===== src/rtl/acq_pkg.sv =====
package acq_pkg;

  typedef enum logic [1:0] {
    SEL_CYCLES = 2'd0,
    SEL_SPC    = 2'd1,
    SEL_FREQ   = 2'd2
  } cfg_sel_e;

  typedef enum logic [2:0] {
    ST_IDLE,
    ST_SEEK_HI,
    ST_SEEK_LO,
    ST_SEEK_RISE,
    ST_RUN
  } seq_state_e;

  // conversions per second
  function automatic logic [63:0] rate_of(input logic [63:0] spc, input logic [63:0] freq);
    return spc * freq;
  endfunction

  // samples in one burst
  function automatic logic [63:0] length_of(input logic [63:0] cycles, input logic [63:0] spc);
    return cycles * spc;
  endfunction

  function automatic logic combo_legal(input logic [63:0] rate, input logic [63:0] len,
                                       input logic [63:0] lim_rate, input logic [63:0] lim_len);
    return (rate != 64'd0) && (len != 64'd0) && (rate <= lim_rate) && (len <= lim_len);
  endfunction

endpackage


===== src/rtl/acq_param_regs.sv =====
module acq_param_regs
  import acq_pkg::*;
#(
  parameter int DATA_W   = 17,
  parameter int RATE_W   = 17,
  parameter int CNT_W    = 16,
  parameter int MAX_RATE = 100000
) (
  input  logic              clk,
  input  logic              rst_n,
  input  logic              wr_en,
  input  logic [1:0]        sel,
  input  logic [DATA_W-1:0] wdata,
  output logic [RATE_W-1:0] rate_o,
  output logic [CNT_W:0]    len_o,
  output logic [CNT_W-1:0]  load_val_o,
  output logic              reject_o
);
  localparam int          LEN_W    = CNT_W + 1;
  localparam logic [63:0] LIM_RATE = 64'(MAX_RATE);
  localparam logic [63:0] LIM_LEN  = 64'd1 << CNT_W;

  logic [DATA_W-1:0] cyc_q, spc_q, frq_q;
  logic [DATA_W-1:0] cyc_c, spc_c, frq_c;
  logic [63:0]       rate_c, len_c;
  logic              sel_ok, ok_c;
  logic [RATE_W-1:0] rate_q;
  logic [LEN_W-1:0]  len_q;
  logic              reject_q;

  always_comb begin
    cyc_c  = (sel == SEL_CYCLES) ? wdata : cyc_q;
    spc_c  = (sel == SEL_SPC)    ? wdata : spc_q;
    frq_c  = (sel == SEL_FREQ)   ? wdata : frq_q;
    sel_ok = (sel != 2'd3);
    rate_c = rate_of(64'(spc_c), 64'(frq_c));
    len_c  = length_of(64'(cyc_c), 64'(spc_c));
    ok_c   = sel_ok && combo_legal(rate_c, len_c, LIM_RATE, LIM_LEN);
  end

  always_ff @(posedge clk) begin
    if (!rst_n) begin
      cyc_q    <= DATA_W'(1);
      spc_q    <= DATA_W'(1);
      frq_q    <= DATA_W'(1);
      rate_q   <= RATE_W'(1);
      len_q    <= LEN_W'(1);
      reject_q <= 1'b0;
    end else begin
      reject_q <= 1'b0;
      if (wr_en) begin
        if (ok_c) begin
          cyc_q  <= cyc_c;
          spc_q  <= spc_c;
          frq_q  <= frq_c;
          rate_q <= RATE_W'(rate_c);
          len_q  <= LEN_W'(len_c);
        end else begin
          reject_q <= 1'b1;
        end
      end
    end
  end

  assign rate_o     = rate_q;
  assign len_o      = len_q;
  assign load_val_o = CNT_W'(len_q - LEN_W'(1));
  assign reject_o   = reject_q;
endmodule


===== src/rtl/acq_ref_sync.sv =====
module acq_ref_sync #(
  parameter int STAGES = 2
) (
  input  logic clk,
  input  logic rst_n,
  input  logic ref_async,
  output logic ref_lvl,
  output logic ref_rise
);
  logic [STAGES:0] chain_q;

  always_ff @(posedge clk) begin
    if (!rst_n) begin
      chain_q <= '0;
    end else begin
      chain_q[0] <= ref_async;
      for (int i = 1; i <= STAGES; i++) chain_q[i] <= chain_q[i-1];
    end
  end

  assign ref_lvl  = chain_q[STAGES-1];
  assign ref_rise = chain_q[STAGES-1] & ~chain_q[STAGES];
endmodule


===== src/rtl/acq_trig_ctrl.sv =====
module acq_trig_ctrl
  import acq_pkg::*;
(
  input  logic clk,
  input  logic rst_n,
  input  logic start,
  input  logic ref_lvl,
  input  logic ref_rise,
  input  logic last_sample,
  output logic arm_fire,
  output logic run_phase,
  output logic busy_o,
  output logic trig_o,
  output logic err_o
);
  seq_state_e state_q, state_d;
  logic       trig_q, err_q;

  always_comb begin
    state_d = state_q;
    unique case (state_q)
      ST_IDLE:      if (start)       state_d = ST_SEEK_HI;
      ST_SEEK_HI:   if (ref_lvl)     state_d = ST_SEEK_LO;
      ST_SEEK_LO:   if (!ref_lvl)    state_d = ST_SEEK_RISE;
      ST_SEEK_RISE: if (ref_rise)    state_d = ST_RUN;
      ST_RUN:       if (last_sample) state_d = ST_IDLE;
      default:                       state_d = ST_IDLE;
    endcase
  end

  assign arm_fire = (state_q == ST_SEEK_RISE) && ref_rise;

  always_ff @(posedge clk) begin
    if (!rst_n) begin
      state_q <= ST_IDLE;
      trig_q  <= 1'b0;
      err_q   <= 1'b0;
    end else begin
      state_q <= state_d;
      trig_q  <= arm_fire;
      err_q   <= start && (state_q != ST_IDLE);
    end
  end

  assign run_phase = (state_q == ST_RUN);
  assign busy_o    = (state_q != ST_IDLE);
  assign trig_o    = trig_q;
  assign err_o     = err_q;
endmodule


===== src/rtl/acq_sample_count.sv =====
module acq_sample_count #(
  parameter int CNT_W = 16
) (
  input  logic             clk,
  input  logic             rst_n,
  input  logic             load,
  input  logic [CNT_W-1:0] load_val,
  input  logic             run_phase,
  input  logic             trig,
  input  logic             tick,
  output logic             strobe,
  output logic             last_sample,
  output logic             done
);
  logic [CNT_W-1:0] remain_q;
  logic             done_q;

  assign strobe      = run_phase && tick && !trig;
  assign last_sample = strobe && (remain_q == '0);

  always_ff @(posedge clk) begin
    if (!rst_n) begin
      remain_q <= '0;
      done_q   <= 1'b0;
    end else begin
      done_q <= last_sample;
      if (load) remain_q <= load_val;
      else if (strobe && remain_q != '0) remain_q <= remain_q - CNT_W'(1);
    end
  end

  assign done = done_q;
endmodule


===== src/rtl/acq_sequencer.sv =====
module acq_sequencer #(
  parameter int DATA_W   = 17,
  parameter int RATE_W   = 17,
  parameter int CNT_W    = 16,
  parameter int MAX_RATE = 100000,
  parameter int SYNC_N   = 2
) (
  input  logic              clk,
  input  logic              rst_n,
  input  logic              cfg_wr,
  input  logic [1:0]        cfg_sel,
  input  logic [DATA_W-1:0] cfg_data,
  output logic              cfg_reject,
  output logic [RATE_W-1:0] sample_rate,
  output logic [CNT_W:0]    sample_total,
  input  logic              ref_in,
  input  logic              conv_tick,
  input  logic              start,
  output logic              busy,
  output logic              trig_out,
  output logic              sample_strobe,
  output logic              acq_done,
  output logic              start_err
);
  logic [CNT_W-1:0] load_val;
  logic             ref_lvl, ref_rise;
  logic             arm_fire, run_phase, last_sample;

  acq_param_regs #(.DATA_W(DATA_W), .RATE_W(RATE_W), .CNT_W(CNT_W), .MAX_RATE(MAX_RATE)) u_params (
    .clk(clk), .rst_n(rst_n), .wr_en(cfg_wr), .sel(cfg_sel), .wdata(cfg_data),
    .rate_o(sample_rate), .len_o(sample_total), .load_val_o(load_val), .reject_o(cfg_reject)
  );

  acq_ref_sync #(.STAGES(SYNC_N)) u_sync (
    .clk(clk), .rst_n(rst_n), .ref_async(ref_in), .ref_lvl(ref_lvl), .ref_rise(ref_rise)
  );

  acq_trig_ctrl u_ctrl (
    .clk(clk), .rst_n(rst_n), .start(start), .ref_lvl(ref_lvl), .ref_rise(ref_rise),
    .last_sample(last_sample), .arm_fire(arm_fire), .run_phase(run_phase),
    .busy_o(busy), .trig_o(trig_out), .err_o(start_err)
  );

  acq_sample_count #(.CNT_W(CNT_W)) u_count (
    .clk(clk), .rst_n(rst_n), .load(arm_fire), .load_val(load_val), .run_phase(run_phase),
    .trig(trig_out), .tick(conv_tick), .strobe(sample_strobe), .last_sample(last_sample),
    .done(acq_done)
  );
endmodule


===== config.mk =====
export PLATFORM = sky130hd
export DESIGN_NAME = acq_sequencer
export DESIGN_NICKNAME = d
export VERILOG_FILES = /design/src/rtl/acq_pkg.sv /design/src/rtl/acq_param_regs.sv /design/src/rtl/acq_ref_sync.sv /design/src/rtl/acq_trig_ctrl.sv /design/src/rtl/acq_sample_count.sv /design/src/rtl/acq_sequencer.sv
export SDC_FILE = /design/constraint.sdc
export NUM_CORES = 2
export LEC_CHECK = 0
export BUFFER_PORTS_ARGS = -buffer_cell sky130_fd_sc_hd__buf_2
export CAP_MARGIN = 30
export CORE_MARGIN = 3
export CORE_UTILIZATION = 45
export CTS_CLUSTER_SIZE = 8
export DETAILED_ROUTE_END_ITERATION = 8
export GPL_TIMING_DRIVEN = 0
export PLACE_DENSITY = 0.72
export SETUP_SLACK_MARGIN = 0.05
export SLEW_MARGIN = 20
export SYNTH_ARGS = -nofsm -noshare
export SYNTH_HDL_FRONTEND = slang
export SYNTH_HIERARCHICAL = 1
export SYNTH_SLANG_ARGS = --single-unit

===== constraint.sdc =====
create_clock -name clk -period 14.29 [get_ports clk]
set_clock_uncertainty 0.2 [all_clocks]
set_input_delay 2.858 -clock clk [delete_from_list [all_inputs] [get_ports clk]]
set_output_delay 2.858 -clock clk [all_outputs]
set_load 0.03 [all_outputs]

==> Word level (Yosys, flattened, before mapping) <==
Cells that the tools add are included.
{ "op_classes": {"n_addsub": 2, "multipliers": 2, "n_lt_le_gt_ge": 2, "eq_ne": 12, "mux": 12, "n_bitwise": 2, "reduce_logical": 22} }
{ "op_table": {"columns": ["cell", "count"], "rows": [
  ["$le 34x17->1 const B", 2],
  ["$mul 17x17->34", 2],
  ["$reduce_bool 34->1", 2],
  ["$mux 17", 3],
  ["$mux 16", 2],
  ["$sub 16x1->16 const B", 2],
  ["$logic_not 16->1", 1],
  ["$reduce_bool 16->1", 1],
  ["$mux 3", 5],
  ["$pmux 3 s5", 1],
  ["$logic_and 1x1->1", 10],
  ["$ne 2x2->1 const B", 5],
  ["$eq 3x2->1 const B", 2],
  ["$reduce_and 5->1", 1],
  ["$reduce_and 2->1", 2],
  ["$eq 3x1->1 const B", 1],
  ["$eq 3x3->1 const B", 1],
  ["$logic_not 3->1", 1],
  ["$reduce_bool 3->1", 1],
  ["$eq 2x1->1 const B", 1],
  ["$eq 2x2->1 const B", 1],
  ["$logic_not 2->1", 1],
  ["$ne 2x1->1 const B", 1],
  ["$reduce_bool 2->1", 1],
  ["4 further kinds", 4]
]} }
{ "word_totals": {"register_bits": 111, "wordCells": 66} }

==> Depth between registers and ports, before layout <==
{ "logic_depth": {"word_depth": 9, "ltp_mapped": 31} }

==> Modules after synthesis <==
Netlist, hierarchy kept.
{ "modules_own_cells": {"columns": ["module", "instances", "cells_per_inst", "area_each_um2", "seq_area_each_um2"], "rows": [
  ["acq_param_regs", 1, 2861, 23969.2, 1721.7],
  ["acq_sample_count", 1, 122, 1036.0, 340.3],
  ["acq_trig_ctrl", 1, 23, 226.5, 100.1],
  ["acq_ref_sync", 1, 7, 92.6, 60.1]
]} }

==> Least setup slack after synthesis <==
Ideal clock, no wire load.
{ "synth_timing": {"path_kind": "input to register", "from": "in cfg_sel[0]", "to": "reg u_params.rate_q[11] (netlist: u_params/rate_o[11])", "arrival_time_ns": 10.799, "slack_ns": 3.167, "stages": 29, "path_cell_list": "nor2_1 -> clkbuf_1 -> clkbuf_1 -> mux2i_1 -> clkbuf_1 -> nor2_1 -> fa_1 -> inv_1 -> fa_1 -> fa_1 -> fa_1 -> inv_1 -> fa_1 -> inv_1 -> fa_1 -> inv_1 -> ha_1 -> buf_2 -> and4_1 -> and2_1 -> a221oi_1 -> and3_1 -> o2111ai_1 -> a2111oi_0 -> nor2_1 -> nand4b_2 -> nor3_4 -> buf_4 -> mux2_1"} }
{ "synth_between": {"elab_chain_cells": 9} }
{ "synth_lines": {"columns": ["item", "line_no", "rtl"], "rows": [
  ["start, declared", "acq_sequencer.sv:11", "input logic [1:0] cfg_sel,"],
  ["branches (longest 9 deep; another with $mul 17x17->34)", null, null],
  ["end signal, assigned", "acq_param_regs.sv:56", "rate_q <= RATE_W'(rate_c);"],
  ["end, declared", "acq_param_regs.sv:27", "logic [RATE_W-1:0] rate_q;"]
]} }
Several ways; the timed one is not identified.
A chain may end at the register's enable or synchronous reset.

==> Worst setup path in the final report <==
Same ends and word-level chain as after synthesis.

==> results.toml <==
[setup_path]
path_max_fanout = 10
path_delay_family = "buffers and inverters"
cpPeakStageDelay_ns = 0.84
cp-end-kind = "register"
critPathKind = "primary input to register"
worstSetupStartpointType = "primary input"
cp_common_cell = "fa_1"
crit_required_ns = 14.38
arrival_ns = 14.06
cp_slowest_cell = "a2111oi_1"
worst-path-buf-inv = 9

[power]
power.share.switching = 0.441
vdd.ir_drop.worst_uv = 57.6
p_leak_nw = 11.7
switching_power_w = 0.000469
p_per_area_nw_per_um2 = 39.2
p_int_w = 0.000595
pwr-share-clk = 0.265
seqPwrFrac = 0.294
pwr-share-comb = 0.442

[synthesis]
ys.flop_type = "dfxtp_1"
ys_warn_count = 6
synth_common_cells = "inv_1, fa_1, nand2_1"
ys_types = 88
synth_top_area_share = 0.354
synth_seq_cells = 111
synth_top_area_cell = "fa_1"
synth_edf_count = 0
syn_inst = 3013
yosysMostFrequentCell = "inv_1"
netlist_top_cells_area = "fa_1, ha_1, dfxtp_1, inv_1, nand2_1"
syn_area_um2 = 25300
seq_area_frac_synth = 0.0877
avgSynthCellArea_um2 = 8.41
synth_fp_nets = 3704
synth-async-reset-ratio = 0

[sta]
worst_slew_pin_slew_ns = 1.23
slew_headroom = 0.178
setup_violations = 0
whs_ns = 0.245
fin_crit_sh = 0.977
rsz0062_at_grt = "false"
final_max_slew_viol_count = 0
hold_violations = 0
fmax_mhz = 71.6
timing.final.crit_period_ns = 13.97

[final_layout]
drive_above_1_share = 0.0688
stdcell_area_um2 = 27100
stdcell_count = 3860
diodes = 0
n_fill_cell = 5376
nets = 3798
syn_to_final_growth_pct = 7.14

[drt]
drt_iter0_drc = 1860
wirelength_um = 79000
ant_nets = 0
via_count = 21700
wl_per_cell_um = 20.5
viasPerCell = 5.62
drtPass1Iterations = 6
route.detailed.drc = 0

[grt]
grtUsageMet2 = 0.433
grtUsageMet1 = 0.346
first_global_vias = 21600
grt_antenna_before_repair = 0
grt_pass1_wl_um = 123000
grt_usage = 0.270
gr-total-overflow = 0
grt.busiest_layer = "met2"
met3_usage = 0.0569
grt_max_degree = 25

[min_path]
hold_path_class = "register to register"

[placement]
port_buffers = 64
placed_cell_area_um2 = 26700
gp_congestion = 1.01
hpwl_um = 66600
dp.cells = 3838

[cts]
insertion_delay_ns = 0.40
cts_tree = "built"
clockBufferDepth = 2
path_clk_slew_ns = 0.10
root_buffer = "clkbuf_16"
cts_hold_buf = 0
cts_made_buffers = 9
htreeDepth = 3
clock-sinks = 111

[floorplanning]
io_pins = 65
chipHeight_um = 243
start_util = 0.457
die_w_um = 243
dieArea_um2 = 59200
rows = 86
fp.coreArea_um2 = 55400

[flow_run]
drv_cap = 0

[run_status]
status = "complete, no violations"
power by group through the flow:
stage | Sequential, W | Combinational, W | Clock (W)
finish | 0.000312 | 0.000470 | 0.000281
global route | 0.000313 | 0.000513 | 0.000295
CTS | 0.000312 | 0.000462 | 0.000284
detailed placement | 0.000320 | 0.000457 | 0
global placement | 0.000320 | 0.000451 | 0
floorplan | 0.000321 | 0.000302 | 0
what timing repair did:
item	in CTS	in global routing
setup buffers	0	0
setup endpoints to repair	52	85
gates resized for setup	1	16
sequential cells by signal (all words and copies together) (netlist names):
| register | flops |
|---|---|
| u_params/reject_o | 1 |
| u_sync/chain_q | 3 |
| u_params/frq_q | 17 |
| u_ctrl/state_q | 3 |
| u_count/remain_q | 16 |
| u_ctrl/trig_o | 1 |
| u_count/done | 1 |
| u_params/rate_o | 17 |
| u_ctrl/err_o | 1 |
| u_params/len_o | 17 |
| u_params/spc_q | 17 |
| u_params/cyc_q | 17 |
through the flow:
step	TNS (ns)	total power (W)	worst slack (ns)	util
2_1_floorplan	0	0.000622	3.17	-
3_3_place_gp	-77.29	0.000771	-1.04	0.480
3_5_place_dp	-27.58	0.000777	-0.452	0.482
4_1_cts	0	0.00106	0.188	0.488
5_1_grt	0	0.00112	0.104	0.490
6_report	0	0.00106	0.323	0.490
final timing paths:
path	start	end	slack [ns]	depth (start not counted)
worst max-delay path	cfg_sel[0]	u_params/rate_o[11]$_SDFFE_PN0P_	0.32	28
worst min-delay path	u_sync/chain_q[0]$_SDFF_PN0_	u_sync/chain_q[1]$_SDFF_PN0_	0.24	1
worst max register to register	u_params/spc_q[8]$_SDFFE_PN0P_	u_params/rate_o[11]$_SDFFE_PN0P_	3.75	25
worst min register to register	u_sync/chain_q[0]$_SDFF_PN0_	u_sync/chain_q[1]$_SDFF_PN0_	0.24	1
worst register-to-register path, cell delays in order, from the launching register on:
cell and delay [ns]:
dfxtp_1 0.33, mux2i_2 0.67, clkbuf_1 0.87, nor2_1 0.15
fa_1 0.57, inv_1 0.05, fa_1 0.50, inv_1 0.06
fa_1 0.52, inv_1 0.05, fa_1 0.39, fa_1 0.53
fa_1 0.52, inv_1 0.05, ha_1 0.26, clkbuf_1 0.26
a21oi_1 0.58, o21ai_0 0.30, o31a_1 0.42, or3_1 0.36
a2111oi_1 0.84, o2111a_1 0.37, nand4_1 0.40, nor3_4 0.50
buf_4 0.35, mux2_1 0.35
per-layer routing:
layer / wire [um] / vias to the layer above
li1: - / 9706
met1: 30400 / 10700
met2: 36500 / 1020
met3: 7790 / 205
met4: 4330 / 0
met5: 0 / -
area by class of cell:
class | count | area, um^2 | share of cell area
clock inverter | 7 | 98.8 | 0.00364
multi-input combinational | 2252 | 20600 | 0.761
sequential | 111 | 2220 | 0.0819
tap | 748 | 936 | 0.0345
timing repair buffer | 83 | 469 | 0.0173
clock buffer | 9 | 225 | 0.00830
inverter | 514 | 1930 | 0.0711
buffer | 136 | 614 | 0.0226
cells in the final DEF, fill, tap and decap left out, drive strengths merged, types with 77 or more instances in the layout:
cell type and n:
nor2 403, a21oi 77, mux2i 131, buf 98
nand2 447, clkbuf 128, fa 448, inv 517
ha 218, dfxtp 111
logic make-up after synthesis:
| family | after synthesis | synth area share |
|---|---|---|
| and+or+nand+nor | 1052 | 0.179 |
| buffers and inverters | 650 | 0.100 |
| DFF | 111 | 0.0877 |
| AOI/OAI and AO/OA | 297 | 0.0774 |
| adders and majority gates | 666 | 0.462 |
| muxes | 188 | 0.0771 |
| xor gates and xnor gates | 49 | 0.0169 |
Power figures use the tool's default switching activity.
